===== config.mk =====
export PLATFORM = sky130hd
export DESIGN_NAME = cmb_core_buffer
export DESIGN_NICKNAME = d
export VERILOG_FILES = /design/src/rtl/cmb_pkg.sv /design/src/rtl/cmb_seq.sv /design/src/rtl/cmb_sbr.sv /design/src/rtl/cmb_parity.sv /design/src/rtl/cmb_core_buffer.sv
export SDC_FILE = /design/constraint.sdc
export NUM_CORES = 1
export LEC_CHECK = 0
export BUFFER_PORTS_ARGS = -buffer_cell sky130_fd_sc_hd__buf_2
export CAP_MARGIN = 0
export CORE_MARGIN = 2
export CORE_UTILIZATION = 32
export CTS_CLUSTER_SIZE = 25
export DETAILED_ROUTE_END_ITERATION = 10
export PLACE_DENSITY = 0.72
export SLEW_MARGIN = 25
export SYNTH_ARGS = -nofsm -noshare
export SYNTH_HDL_FRONTEND = slang
export SYNTH_SLANG_ARGS = --single-unit

===== constraint.sdc =====
create_clock -name clk -period 2.06 [get_ports clk]
set_input_delay 0.412 -clock clk [delete_from_list [all_inputs] [get_ports clk]]
set_output_delay 0.412 -clock clk [all_outputs]
set_load 0.005 [all_outputs]

===== src/rtl/cmb_pkg.sv =====
// Package: shared phase encoding and strobe bundle for the core buffer block.
// Assumes a single clock domain; all strobes are one-cycle-per-phase levels.
package cmb_pkg;

    typedef enum logic [2:0] {
        PH_IDLE  = 3'd0,
        PH_READ  = 3'd1,
        PH_SENSE = 3'd2,
        PH_CHECK = 3'd3,
        PH_WRITE = 3'd4
    } cmb_phase_e;

    typedef struct packed {
        logic rd;
        logic sense;
        logic check;
        logic wr;
    } cmb_strobe_t;

endpackage


===== src/rtl/cmb_seq.sv =====
// Module: memory cycle sequencer.
// Steps one read strobe, SENSE_CYC capture cycles, one check cycle and
// WRITE_CYC write cycles. Latches address and cycle kind at the start.
// Assumes SENSE_CYC and WRITE_CYC are at least 1.
module cmb_seq
    import cmb_pkg::*;
#(
    parameter int ADDR_W    = 13,
    parameter int SENSE_CYC = 2,
    parameter int WRITE_CYC = 2
) (
    input  logic              clk,
    input  logic              rst_n,
    input  logic              start,
    input  logic              store,
    input  logic [ADDR_W-1:0] addr,
    output cmb_strobe_t       stb,
    output logic [ADDR_W-1:0] addr_q,
    output logic              store_q,
    output logic              busy
);
    localparam int LONGEST = (SENSE_CYC > WRITE_CYC) ? SENSE_CYC : WRITE_CYC;
    localparam int CNT_W   = (LONGEST > 1) ? $clog2(LONGEST) : 1;
    localparam logic [CNT_W-1:0] SENSE_LAST = CNT_W'(SENSE_CYC - 1);
    localparam logic [CNT_W-1:0] WRITE_LAST = CNT_W'(WRITE_CYC - 1);

    cmb_phase_e       phase_q, phase_d;
    logic [CNT_W-1:0] cnt_q, cnt_d;
    logic             accept;

    assign accept = (phase_q == PH_IDLE) && start;

    // Next phase and in-phase counter.
    always_comb begin
        phase_d = phase_q;
        cnt_d   = cnt_q;
        unique case (phase_q)
            PH_IDLE: begin
                if (start) phase_d = PH_READ;
            end
            PH_READ: begin
                phase_d = PH_SENSE;
                cnt_d   = '0;
            end
            PH_SENSE: begin
                if (cnt_q == SENSE_LAST) begin
                    phase_d = PH_CHECK;
                    cnt_d   = '0;
                end else begin
                    cnt_d = cnt_q + 1'b1;
                end
            end
            PH_CHECK: begin
                phase_d = PH_WRITE;
                cnt_d   = '0;
            end
            PH_WRITE: begin
                if (cnt_q == WRITE_LAST) begin
                    phase_d = PH_IDLE;
                    cnt_d   = '0;
                end else begin
                    cnt_d = cnt_q + 1'b1;
                end
            end
            default: begin
                phase_d = PH_IDLE;
                cnt_d   = '0;
            end
        endcase
    end

    // Phase register and counter.
    always_ff @(posedge clk) begin
        if (!rst_n) begin
            phase_q <= PH_IDLE;
            cnt_q   <= '0;
        end else begin
            phase_q <= phase_d;
            cnt_q   <= cnt_d;
        end
    end

    // Capture address and cycle kind when a cycle is accepted.
    always_ff @(posedge clk) begin
        if (!rst_n) begin
            addr_q  <= '0;
            store_q <= 1'b0;
        end else if (accept) begin
            addr_q  <= addr;
            store_q <= store;
        end
    end

    // Decode phase strobes.
    always_comb begin
        stb.rd    = (phase_q == PH_READ);
        stb.sense = (phase_q == PH_SENSE);
        stb.check = (phase_q == PH_CHECK);
        stb.wr    = (phase_q == PH_WRITE);
        busy      = (phase_q != PH_IDLE);
    end

endmodule


===== src/rtl/cmb_sbr.sv =====
// Module: buffer register with ORed set sources.
// Each bit is set by any of: gated sense pulse, address transfer, I/O
// transfer, accumulator transfer or the test injection. Sets are taken only
// while 'take' is high; 'clr' empties the buffer. Bit n of the word
// numbering (n = 0 is the MSB) sits at index WORD_W-1-n.
module cmb_sbr #(
    parameter int WORD_W = 16,
    parameter int PAR_W  = 2,
    parameter int IDX_W  = $clog2(WORD_W)
) (
    input  logic              clk,
    input  logic              rst_n,
    input  logic              clr,
    input  logic              take,
    input  logic              gate_sense,
    input  logic [WORD_W-1:0] sense_word,
    input  logic [PAR_W-1:0]  sense_par,
    input  logic              iar_pulse,
    input  logic [WORD_W-1:0] iar_data,
    input  logic              io_pulse,
    input  logic [WORD_W-1:0] io_data,
    input  logic              acc_pulse,
    input  logic [WORD_W-1:0] acc_data,
    input  logic              inj_en,
    input  logic [IDX_W-1:0]  inj_bit,
    output logic [WORD_W-1:0] word_q,
    output logic [PAR_W-1:0]  par_q
);
    logic [WORD_W-1:0] set_vec;
    logic [PAR_W-1:0]  par_set;

    // Per-bit OR of every set source.
    for (genvar i = 0; i < WORD_W; i++) begin : g_bit
        localparam logic [IDX_W-1:0] POS = IDX_W'(WORD_W - 1 - i);
        assign set_vec[i] = (gate_sense & sense_word[i])
                          | (iar_pulse  & iar_data[i])
                          | (io_pulse   & io_data[i])
                          | (acc_pulse  & acc_data[i])
                          | (inj_en     & (inj_bit == POS));
    end

    assign par_set = {PAR_W{gate_sense}} & sense_par;

    // Data buffer: clear, then accumulate sets.
    always_ff @(posedge clk) begin
        if (!rst_n) begin
            word_q <= '0;
        end else if (clr) begin
            word_q <= '0;
        end else if (take) begin
            word_q <= word_q | set_vec;
        end
    end

    // Captured parity bits: clear, then accumulate sensed parity.
    always_ff @(posedge clk) begin
        if (!rst_n) begin
            par_q <= '0;
        end else if (clr) begin
            par_q <= '0;
        end else if (take) begin
            par_q <= par_q | par_set;
        end
    end

endmodule


===== src/rtl/cmb_parity.sv =====
// Module: per-half odd parity check and generation with sticky stop flag.
// Half h covers word[h*HALF_W +: HALF_W]; parity index h belongs to it,
// so the highest index is the leftmost half. Assumes WORD_W divides by HALVES.
module cmb_parity #(
    parameter int WORD_W = 16,
    parameter int HALVES = 2
) (
    input  logic              clk,
    input  logic              rst_n,
    input  logic              check_stb,
    input  logic              check_on,
    input  logic              clr_stop,
    input  logic [WORD_W-1:0] word,
    input  logic [HALVES-1:0] stored_par,
    output logic [HALVES-1:0] gen_par_q,
    output logic              stop_q,
    output logic [HALVES-1:0] bad_q
);
    localparam int HALF_W = WORD_W / HALVES;

    logic [HALVES-1:0] half_bad;
    logic [HALVES-1:0] fresh_par;
    logic              trip;

    // Per-half check against stored bit and fresh parity for write-back.
    for (genvar h = 0; h < HALVES; h++) begin : g_half
        logic [HALF_W-1:0] slice;
        assign slice        = word[h*HALF_W +: HALF_W];
        assign half_bad[h]  = ~(^{slice, stored_par[h]});
        assign fresh_par[h] = ~(^slice);
    end

    assign trip = check_stb & check_on & (|half_bad);

    // Sticky stop flag: a new failure outranks the clear.
    always_ff @(posedge clk) begin
        if (!rst_n) begin
            stop_q <= 1'b0;
            bad_q  <= '0;
        end else if (trip) begin
            stop_q <= 1'b1;
            bad_q  <= bad_q | half_bad;
        end else if (clr_stop) begin
            stop_q <= 1'b0;
            bad_q  <= '0;
        end
    end

    // Write parity is frozen from the buffer at the check cycle.
    always_ff @(posedge clk) begin
        if (!rst_n) begin
            gen_par_q <= '0;
        end else if (check_stb) begin
            gen_par_q <= fresh_par;
        end
    end

endmodule


===== src/rtl/cmb_core_buffer.sv =====
// Module: core memory word buffer with split parity (top).
// Sequences destructive read, capture, parity check and write-back for one
// word. The storage array is external: it answers mem_rd with sense pulses
// one cycle later and writes the complement of the inhibits while mem_wr.
module cmb_core_buffer
    import cmb_pkg::*;
#(
    parameter int WORD_W    = 16,
    parameter int HALVES    = 2,
    parameter int ADDR_W    = 13,
    parameter int SENSE_CYC = 2,
    parameter int WRITE_CYC = 2,
    parameter int IDX_W     = $clog2(WORD_W)
) (
    input  logic              clk,
    input  logic              rst_n,
    input  logic              cyc_start,
    input  logic              cyc_store,
    input  logic [ADDR_W-1:0] cyc_addr,
    output logic              cyc_busy,
    input  logic              iar_pulse,
    input  logic [WORD_W-1:0] iar_data,
    input  logic              io_pulse,
    input  logic [WORD_W-1:0] io_data,
    input  logic              acc_pulse,
    input  logic [WORD_W-1:0] acc_data,
    input  logic              inj_en,
    input  logic [IDX_W-1:0]  inj_bit,
    input  logic              pstop_clr,
    output logic [ADDR_W-1:0] mem_addr,
    output logic              mem_rd,
    input  logic [WORD_W-1:0] sense_word,
    input  logic [HALVES-1:0] sense_par,
    output logic              mem_wr,
    output logic [WORD_W-1:0] inhibit,
    output logic [HALVES-1:0] inhibit_par,
    output logic [WORD_W-1:0] sbr_q,
    output logic              pstop,
    output logic [HALVES-1:0] pstop_half
);
    cmb_strobe_t       stb;
    logic              store_q;
    logic [HALVES-1:0] cap_par;
    logic [HALVES-1:0] wr_par;

    cmb_seq #(
        .ADDR_W   (ADDR_W),
        .SENSE_CYC(SENSE_CYC),
        .WRITE_CYC(WRITE_CYC)
    ) u_seq (
        .clk    (clk),
        .rst_n  (rst_n),
        .start  (cyc_start),
        .store  (cyc_store),
        .addr   (cyc_addr),
        .stb    (stb),
        .addr_q (mem_addr),
        .store_q(store_q),
        .busy   (cyc_busy)
    );

    cmb_sbr #(
        .WORD_W(WORD_W),
        .PAR_W (HALVES),
        .IDX_W (IDX_W)
    ) u_sbr (
        .clk       (clk),
        .rst_n     (rst_n),
        .clr       (stb.rd),
        .take      (stb.sense),
        .gate_sense(~store_q),
        .sense_word(sense_word),
        .sense_par (sense_par),
        .iar_pulse (iar_pulse),
        .iar_data  (iar_data),
        .io_pulse  (io_pulse),
        .io_data   (io_data),
        .acc_pulse (acc_pulse),
        .acc_data  (acc_data),
        .inj_en    (inj_en),
        .inj_bit   (inj_bit),
        .word_q    (sbr_q),
        .par_q     (cap_par)
    );

    cmb_parity #(
        .WORD_W(WORD_W),
        .HALVES(HALVES)
    ) u_par (
        .clk       (clk),
        .rst_n     (rst_n),
        .check_stb (stb.check),
        .check_on  (~store_q),
        .clr_stop  (pstop_clr),
        .word      (sbr_q),
        .stored_par(cap_par),
        .gen_par_q (wr_par),
        .stop_q    (pstop),
        .bad_q     (pstop_half)
    );

    // Array strobes and inhibit drive, quiet outside the write phase.
    always_comb begin
        mem_rd      = stb.rd;
        mem_wr      = stb.wr;
        inhibit     = stb.wr ? ~sbr_q  : '0;
        inhibit_par = stb.wr ? ~wr_par : '0;
    end

endmodule


==> results.sh <==
export IMPL_pwr_share_seq_pct=40.3
export IMPL_overflow=0
export IMPL_rsz0062_at_grt="no"
export IMPL_synthDistinctLibCells=31
export IMPL_crit_path_start_kind="register"
export IMPL_worstSetupPathType="reg -> out"
export IMPL_clockPowerShare_pct=33.9
export IMPL_antenna_cells=0
export IMPL_drc=0
export IMPL_fmax_mhz=561.8
export IMPL_io_pins=145
export IMPL_drive_gt1_share_pct=37.70
export IMPL_synth_seq_area_share_pct=36.30
export IMPL_slew_headroom_pct=57.11
export IMPL_die_w_um=88.06
export IMPL_portBuffers=144
export IMPL_crit_path_end_kind="output port"
export IMPL_top_layer="met4"
export IMPL_holdCritPathClass="in -> reg"
export IMPL_syn_to_final_growth_pct=40.62
export IMPL_dr_pass1_iters=4
export IMPL_htree_levels=2
export IMPL_internal_power_mw=1.634
export IMPL_grt_use_total_pct=17.80
export IMPL_cts_clk_slew_worst_paths_ns=0.08
export IMPL_drv_slew=0
export IMPL_drt_iter0_markers=64
export IMPL_num_fill_cells=715
export IMPL_postCtsHoldBufs=0
export IMPL_wl_met3_um=631
export IMPL_fin_crit_ns=1.780
export IMPL_cts_tree="built"
export IMPL_routed_via_density=4.748
export IMPL_ctsResizeCount=0
export IMPL_clock_skew_ns=0.009190
export IMPL_wl_met2_mm=3.417
export IMPL_finalSetupViolations=0
export IMPL_min_period_over_period_pct=86.41
export IMPL_start_util_pct=33.10
export IMPL_routedWlPerCell_um=13.68
export IMPL_die_y_um=88.06
export IMPL_status="finished, final reports clean"
export IMPL_clk_path_buf_depth=2
export IMPL_post_place_ws_ns=0.4553
export IMPL_grt_pass1_wl_mm=10.72
export IMPL_num_vias=2483
export IMPL_drt_wl_total_mm=7.154
export IMPL_antenna_found_initial=0
export IMPL_cts_buffers=5
export IMPL_core_area_um2=6832
export IMPL_syn_nets=383
export IMPL_dp_hpwl_mm=5.638
export IMPL_vdd_drop_max_uv=320.3
export IMPL_setup_tns_ns=0
export IMPL_arrival_ns=1.37
export IMPL_fin_nets=518
export IMPL_post_cts_setup_buffer_count=0
export IMPL_synth_seq_cells=41
export IMPL_grt_max_degree=23
export IMPL_drt_met1_wl_mm=2.997
export IMPL_total_power_mw=2.275
export IMPL_netlist_instances=291
export IMPL_crit_required_ns=1.65
export IMPL_setup_ws_ns=0.2799
export IMPL_clock_latency_ns=0.30
export IMPL_grt_pass1_vias=2355
export IMPL_switchingPower_mw=0.6411
export IMPL_combPwrFrac_pct=25.8
export IMPL_dieArea_um2=7754
export IMPL_cp_max_fo=20
export IMPL_syn_mean_instance_area_um2=7.769
export IMPL_maxCapViolCount=0
export IMPL_hold_viol=0
export IMPL_postRouteAntennaNets=0
export IMPL_leakagePower_nw=1.604
export IMPL_worstMarginPinSlew_ns=0.6405
export IMPL_p_per_area_nw_per_um2=715.7
export IMPL_ys_warn_count=0
export IMPL_swShare_pct=28.17
export IMPL_core_rowCount=30
export IMPL_clock_sinks=41
export IMPL_syn_area_um2=2261
export IMPL_cts_root_buf="clkbuf_8"
export IMPL_place_congestion=0.8598
final timing paths:
path	slack, ns	depth (start not counted)	endpoint	from
min reg2reg	0.45	1	u_par.bad_q[1]	u_par.bad_q[1]
max reg2reg	0.46	4	u_par.bad_q[1]	u_seq.phase_q[1]
max	0.28	5	inhibit[13]	u_seq.phase_q[1]
min	0.35	3	u_sbr.par_q[0]	sense_par[0]
power by group through the flow:
stage	combinational (mW)	clock, mW	sequential [mW]
5_1_grt	0.660	0.828	0.927
2_1_floorplan	0.371	0	0.920
4_1_cts	0.594	0.794	0.918
3_5_place_dp	0.590	0	0.936
3_3_place_gp	0.583	0	0.933
6_report	0.588	0.770	0.917
cell families after synthesis:
group / share of synthesized area [%]
AO/OA/AOI/OAI: 23.30
XOR/XNOR: 8.965
buffers and inverters: 4.483
flip-flops: 36.30
multiplexers: 0.4427
AND/OR/NAND/NOR: 26.51
Yosys cell counts, drive strengths merged:
cell | count | share of area [%]
a21o | 2 | 0.66
xnor2 | 13 | 5.7
nor2b | 18 | 5.0
inv | 2 | 0.33
and2 | 4 | 1.1
o211ai | 9 | 3.0
nand2b | 4 | 1.1
buf | 8 | 2.0
o21ai | 5 | 1.1
a22oi | 16 | 5.3
nor3 | 2 | 0.44
a21boi | 14 | 4.6
xor2 | 3 | 1.2
nand3 | 9 | 2.0
a21oi | 34 | 7.5
or3b | 1 | 0.39
nor3b | 4 | 1.5
a211o | 1 | 0.39
nor2 | 41 | 6.8
nand3b | 5 | 1.7
o21bai | 2 | 0.66
xor3 | 2 | 2.1
nand2 | 34 | 5.6
clkbuf | 13 | 2.2
or3 | 3 | 0.83
dfxtp | 41 | 36
mux2i | 1 | 0.44
stage by stage:
stage / hold WS, ns / instances / area [µm²] / utilization, %
after floorplan: 0.4385 / 291 / 2261 / -
after global placement: 0.4408 / 515 / 3045 / 44.58
after detailed placement: 0.4370 / 515 / 3045 / 44.58
after CTS: 0.3487 / 523 / 3179 / 46.54
after global routing: 0.3571 / 523 / 3179 / 46.54
final: 0.3543 / 523 / 3179 / 46.54
cell type report:
type	instances	area, µm²	area share [%]
multi-input combinational	227	1339	42.11
sequential	41	820.8	25.82
timing repair buffer	149	758.2	23.85
tap	96	120.1	3.778
clock buffer	5	68.82	2.165
clock inverter	3	65.06	2.046
inverter	2	7.507	0.2361
routing by layer:
layer,global-route usage (%),vias to the layer above
li1,-,1263
met1,20.10,1095
met2,32.92,116
met3,4.995,9
met4,4.545,0
met5,0,-
flip-flops by register name, summed over array words and instances (netlist names):
register	flops
u_sbr.par_q	2
u_seq.addr_q	13
u_seq.cnt_q	1
u_par.gen_par_q	2
u_seq.store_q	1
u_sbr.word_q	16
u_par.bad_q	2
u_par.stop_q	1
u_seq.phase_q	3
worst max-delay path, cell delays in order, from the launching register on:
cell and delay, ns:
dfxtp_1 0.50, nor2_1 0.07, nand2_1 0.07, buf_4 0.25, nor2_1 0.06, buf_2 0.13
placed cells by master (no fill, tap or decap), drive strengths merged:
| master | netlist | layout |
|---|---|---|
| nor3b | 4 | 4 |
| nand3b | 5 | 5 |
| nor2b | 18 | 18 |
| a21o | 2 | 2 |
| buf | 8 | 149 |
| nor3 | 2 | 2 |
| xor2 | 3 | 3 |
| nand2b | 4 | 4 |
| nand3 | 9 | 9 |
| nand2 | 34 | 34 |
| and2 | 4 | 4 |
| o211ai | 9 | 9 |
| xor3 | 2 | 2 |
| or3b | 1 | 1 |
| nor2 | 41 | 41 |
| xnor2 | 13 | 13 |
| inv | 2 | 2 |
| mux2i | 1 | 1 |
| a211o | 1 | 1 |
| o21bai | 2 | 2 |
| clkbuf | 13 | 5 |
| or3 | 3 | 3 |
| a22oi | 16 | 16 |
| a21boi | 14 | 14 |
| clkinv | 0 | 1 |
| a21oi | 34 | 34 |
| dfxtp | 41 | 41 |
| o21ai | 5 | 5 |
| bufinv | 0 | 2 |
Power figures use the tool's default switching activity.
